==> config.mk <==
export PLATFORM = sky130hd
export DESIGN_NAME = fdc_switch_seq
export DESIGN_NICKNAME = d
export VERILOG_FILES = /design/src/rtl/fdc_switch_seq.sv
export SDC_FILE = /design/constraint.sdc
export NUM_CORES = 1
export LEC_CHECK = 0
export BUFFER_PORTS_ARGS = -buffer_cell sky130_fd_sc_hd__buf_4
export CORE_MARGIN = 2
export CORE_UTILIZATION = 43
export CTS_BUF_LIST = sky130_fd_sc_hd__clkbuf_2 sky130_fd_sc_hd__clkbuf_4 sky130_fd_sc_hd__clkbuf_8
export CTS_CLUSTER_DIAMETER = 50
export DETAILED_ROUTE_END_ITERATION = 12
export HOLD_SLACK_MARGIN = 0.05
export PLACE_DENSITY = 0.7
export SLEW_MARGIN = 5
export SYNTH_ARGS = -nofsm -noshare
export SYNTH_HDL_FRONTEND = slang
export SYNTH_SLANG_ARGS = --single-unit
==> constraint.sdc <==
create_clock -name clk -period 9.48 [get_ports clk]
set_input_delay 1.896 -clock clk [delete_from_list [all_inputs] [get_ports clk]]
set_output_delay 1.896 -clock clk [all_outputs]
set_load 0.01 [all_outputs]
==> src/rtl/fdc_switch_seq.sv <==
module fdc_switch_seq #(
  parameter int OFF_DELAY = 7_000_000
) (
  input  logic       clk,
  input  logic       rst_n,
  input  logic       acc,
  input  logic       we,
  input  logic [3:0] addr,
  input  logic [7:0] wdata,
  input  logic [7:0] hs_in,
  output logic [7:0] rdata,
  output logic [3:0] phase,
  output logic       drv_on,
  output logic       dr1,
  output logic       dr2,
  output logic [7:0] data_q,
  output logic       hs_async,
  output logic       clk8m
);
  localparam int CW = $clog2(OFF_DELAY + 1);
  localparam logic [CW-1:0] LOAD = CW'(OFF_DELAY);

  logic          en_q, sel2_q, q6_q, q7_q;
  logic [4:0]    mode_q;
  logic [CW-1:0] cnt_q;

  logic          en_n, sel2_n, q6_n, q7_n, act_n;
  logic [CW-1:0] cnt_n;
  logic [7:0]    rd_val;

  wire hit_off = acc && addr == 4'h8;
  wire hit_on  = acc && addr == 4'h9;

  always_comb begin
    en_n   = en_q;
    sel2_n = sel2_q;
    q6_n   = q6_q;
    q7_n   = q7_q;
    if (acc) begin
      case (addr)
        4'h8: en_n   = 1'b0;
        4'h9: en_n   = 1'b1;
        4'hA: sel2_n = 1'b0;
        4'hB: sel2_n = 1'b1;
        4'hC: q6_n   = 1'b0;
        4'hD: q6_n   = 1'b1;
        4'hE: q7_n   = 1'b0;
        4'hF: q7_n   = 1'b1;
        default: ;
      endcase
    end
  end

  always_comb begin
    if (hit_on)                             cnt_n = '0;
    else if (hit_off && en_q && !mode_q[2]) cnt_n = LOAD;
    else if (cnt_q != '0)                   cnt_n = cnt_q - 1'b1;
    else                                    cnt_n = '0;
  end

  assign act_n = en_n | (cnt_n != '0);

  always_comb begin
    case ({q7_n, q6_n})
      2'b00:   rd_val = act_n ? data_q : 8'hFF;
      2'b01:   rd_val = {2'b00, act_n, mode_q};
      2'b10:   rd_val = hs_in;
      default: rd_val = 8'h00;
    endcase
  end

  always_ff @(posedge clk) begin
    if (!rst_n) begin
      phase  <= '0;
      en_q   <= 1'b0;
      sel2_q <= 1'b0;
      q6_q   <= 1'b0;
      q7_q   <= 1'b0;
      cnt_q  <= '0;
      mode_q <= '0;
      data_q <= '0;
      rdata  <= '0;
    end else begin
      en_q   <= en_n;
      sel2_q <= sel2_n;
      q6_q   <= q6_n;
      q7_q   <= q7_n;
      cnt_q  <= cnt_n;
      if (acc && !addr[3]) phase[addr[2:1]] <= addr[0];
      if (acc && !we) rdata <= rd_val;
      if (acc && we && q7_n && q6_n) begin
        if (act_n) data_q <= wdata;
        else       mode_q <= wdata[4:0];
      end
    end
  end

  assign drv_on   = en_q | (cnt_q != '0);
  assign dr1      = drv_on & ~sel2_q;
  assign dr2      = drv_on & sel2_q;
  assign hs_async = mode_q[1];
  assign clk8m    = mode_q[4];

  AST_PHASE_WRITE: assert property (@(posedge clk) disable iff (!rst_n)
    (acc && !addr[3]) |=> phase[$past(addr[2:1])] == $past(addr[0]));
  AST_DR_EXCL: assert property (@(posedge clk) disable iff (!rst_n)
    !(dr1 && dr2));
  AST_DR_IDLE: assert property (@(posedge clk) disable iff (!rst_n)
    !drv_on |-> (!dr1 && !dr2));
  AST_IGNORED_WRITE: assert property (@(posedge clk) disable iff (!rst_n)
    (acc && we && !(q7_n && q6_n)) |=> ($stable(data_q) && $stable(mode_q)));
  AST_DELAY_HOLD: assert property (@(posedge clk) disable iff (!rst_n)
    (hit_off && en_q && !mode_q[2]) |=> drv_on);
  AST_DELAY_SKIP: assert property (@(posedge clk) disable iff (!rst_n)
    (hit_off && cnt_q == '0 && mode_q[2]) |=> !drv_on);
  AST_CANCEL: assert property (@(posedge clk) disable iff (!rst_n)
    hit_on |=> (drv_on && cnt_q == '0));
endmodule

==> flow_summary.ini <==
[floorplan]
pin_count = 49
rows = 29
die_h_um = 83.8
core-area_um2 = 6240
design.die.area_um2 = 7010
start_util_pct = 43.8
die_width_um = 83.8

[clocking]
cts_setup_buffers = 0
cts_buffer_depth = 2
numCtsBuffers = 5
ctsHoldBuffers = 0
cts_tree = yes
ctsResizeCount = 0
clock_sink_count = 52
clk_pin_slew_ps = 100
htree_levels = 2
clk_latency_ps = 310
cts-root-buf = clkbuf_8

[power]
power_density_nw_per_um2 = 317
power.total_mw = 1.03
p_leak_nw = 1.31
peakVddDrop_mv = 0.140

[setup_path]
worst_r2r_path_depth = 7
critPathMaxFanout = 7
r2r_start = cnt_q[2]
cpMostUsedCell = and2_1
cp_cell_sequence = nor4_1, and2_1, nand3b_1, or3_1, and2_1, buf_4
cp.arrival_ps = 2370
ff2ff_setup_slack_ps = 6030
slowest_stage = nor4_1
worst_setup_path_start_kind = flip-flop
end_kind = output port
cp.required_ps = 7580
cp.buffers_inverters = 1
cp_top_family = simple AND/OR/NAND/NOR gates
critPathMaxStageDelay_ps = 660
worst_r2r_endpoint = mode_q[3]
critPathKind = reg -> out

[timing]
hold_viol = 0
min_period_ps = 4270
post-route-period-util_pct = 45.0
setup_violations = 0
maxSlewViolCount = 0
slew_headroom_pct = 43.1
hold-worst-slack_ps = 469
worstMarginPinSlew_ps = 847
timing.fmax_mhz = 234
fin_worst_skew_ps = 14.3
rsz0062_at_grt = no
tns_ps = 0

[final_layout]
drive_gt1_share_pct = 18.4
num_antenna_cells = 0
instances_no_fill = 447
nFillCells = 618
syn2layout_area_growth_pct = 18.4
fin_area_um2 = 3240
nNetsFinal = 395

[grt]
grt_pass1_vias = 2399
grt_max_degree = 21
grt_usage_pct = 19.2
grt_overflow = 0
grt_pass1_wl_um = 11400
grt_antenna_before_repair = 0

[route]
wl_per_cell_um = 15.0
vias_per_cell = 5.72
ant_nets = 0
dr.pass1.iters = 4
wirelength_um = 6690
drc_errors = 0
drt-initial-drc-count = 108
vias = 2558

[outcome]
status = complete, no violations

[logic_synthesis]
ys_async_sr_fraction_pct = 0
yosysWarnings = 0
synthesis.nets = 353
syn_avg_cell_area_um2 = 8.36
netlist_area_um2 = 2740
netlist-cell-type-count = 48
synth_flop_cell = dfxtp_1
synth-seq-cells = 52
synth_edf_count = 0
seq_area_frac_synth_pct = 38.1
syn_inst = 327

[worst_hold_path]
hp-start = cnt_q[0]
hp-class = reg -> reg
hold_path_depth = 1
min_to = cnt_q[0]

[placed_design]
dpl_cell_area_um2 = 3140
port_buffers = 48
post-dp-hpwl_um = 4910
place.gp.congestion = 0.876
dpl.cell_count = 439

[flow_run]
maxCapViolCount = 0
[worst max path at each step]
stage	startpoint	endpoint	cells after the start	slack (ps)
floorplan	addr[1]	mode_q[0]	8	5580
global placement	addr[1]	mode_q[0]	8	5160
CTS	cnt_q[7]	dr2	6	5230
finish	cnt_q[7]	dr2	6	5210
detailed placement	addr[1]	mode_q[4]	8	4990
global route	cnt_q[7]	dr2	6	5030
[registers in the layout (all words and copies together) (netlist names)]
register  count
rdata         8
q7_q          1
cnt_q        23
phase         4
mode_q        5
data_q        8
en_q          1
q6_q          1
sel2_q        1
[cells by family (layout without fill, tap and decap cells)]
| group | count (synthesis) | count (layout) | share of synthesized area (%) |
|---|---|---|---|
| AND/OR/NAND/NOR | 137 | 137 | 26.1 |
| AO/OA/AOI/OAI | 75 | 75 | 19.9 |
| flip-flops | 52 | 52 | 38.1 |
| buffers and inverters | 30 | 73 | 4.39 |
| multiplexers | 17 | 17 | 6.22 |
| XOR/XNOR | 14 | 14 | 4.48 |
| adder cells (fa/ha/maj) | 2 | 2 | 0.915 |
[metrics by stage]
step | util (%) | setup slack [ps]
2_1_floorplan | - | 5580
3_3_place_gp | 50.4 | 5160
3_5_place_dp | 50.4 | 4990
4_1_cts | 51.9 | 5230
5_1_grt | 51.9 | 5030
6_report | 51.9 | 5210
[power by group]
part | internal (mW) | switching, mW | total (mW)
logic | 0.230 | 0.341 | 0.570
clock network | 0.0599 | 0.0765 | 0.136
registers | 0.266 | 0.0535 | 0.319
total | 0.555 | 0.471 | 1.03
[cell type report]
cell class	count	area, um^2	area share [%]
multi-input combinational	245	1570	48.6
clock buffer	6	82.6	2.55
clock inverter	2	13.8	0.425
tap	77	96.3	2.97
inverter	15	56.3	1.74
timing repair buffer	50	375	11.6
sequential	52	1040	32.1
[synthesized netlist by cell type (all sizes together), types with 3 or more instances]
library cell  instances  share of area (%)
o21ai                11                2.0
and2                  3               0.69
nor2b                 6                1.4
nand4b                4                1.3
or4                   3               0.96
mux2i                17                6.2
nor2                 32                4.4
xnor2                12                3.8
or3                   6                1.6
inv                  15                2.1
a21oi                26                4.9
a22o                  8                2.6
nand2                34                4.7
nor4                  7                1.6
nor3                  8                1.5
nand3                10                1.8
nand4                11                2.5
clkbuf               14                1.9
dfxtp                52                 38
o31ai                 5                1.4
o21a                  3               0.82
o211ai                8                3.1
[per-layer routing]
metal	global-route usage, %	vias to the layer above	part of all wire [%]
met5	0	-	0
met2	31.1	93	46
met3	4.45	13	6.2
li1	-	1265	-
met4	5.28	0	1.4
met1	25.8	1187	46
[layout by cell type, fill, tap and decap left out, types with 2 or more instances in the layout]
master	synthesis	layout
nand2b_1	2	2
nor4bb_1	2	2
o21a_1	3	3
nand3_1	10	10
o211ai_2	5	5
nor2_1	32	32
mux2i_1	17	17
or3_1	5	5
a31oi_1	2	2
and2_1	3	3
a21boi_0	2	2
o21ai_0	11	11
and3_1	2	2
buf_4	0	50
or4_1	2	2
clkbuf_8	0	6
dfxtp_1	52	52
xnor2_1	12	12
nand4_1	11	11
nand2_1	34	34
nand4b_1	4	4
inv_1	15	15
xor2_1	2	2
nor3_1	8	8
a21oi_1	25	25
o31ai_1	5	5
o41a_1	2	2
ha_1	2	2
a22o_1	8	8
nand3b_1	2	2
nor2b_1	6	6
nor3b_1	2	2
o211ai_1	3	3
nor4_1	7	7
Power figures use the tool's default switching activity.
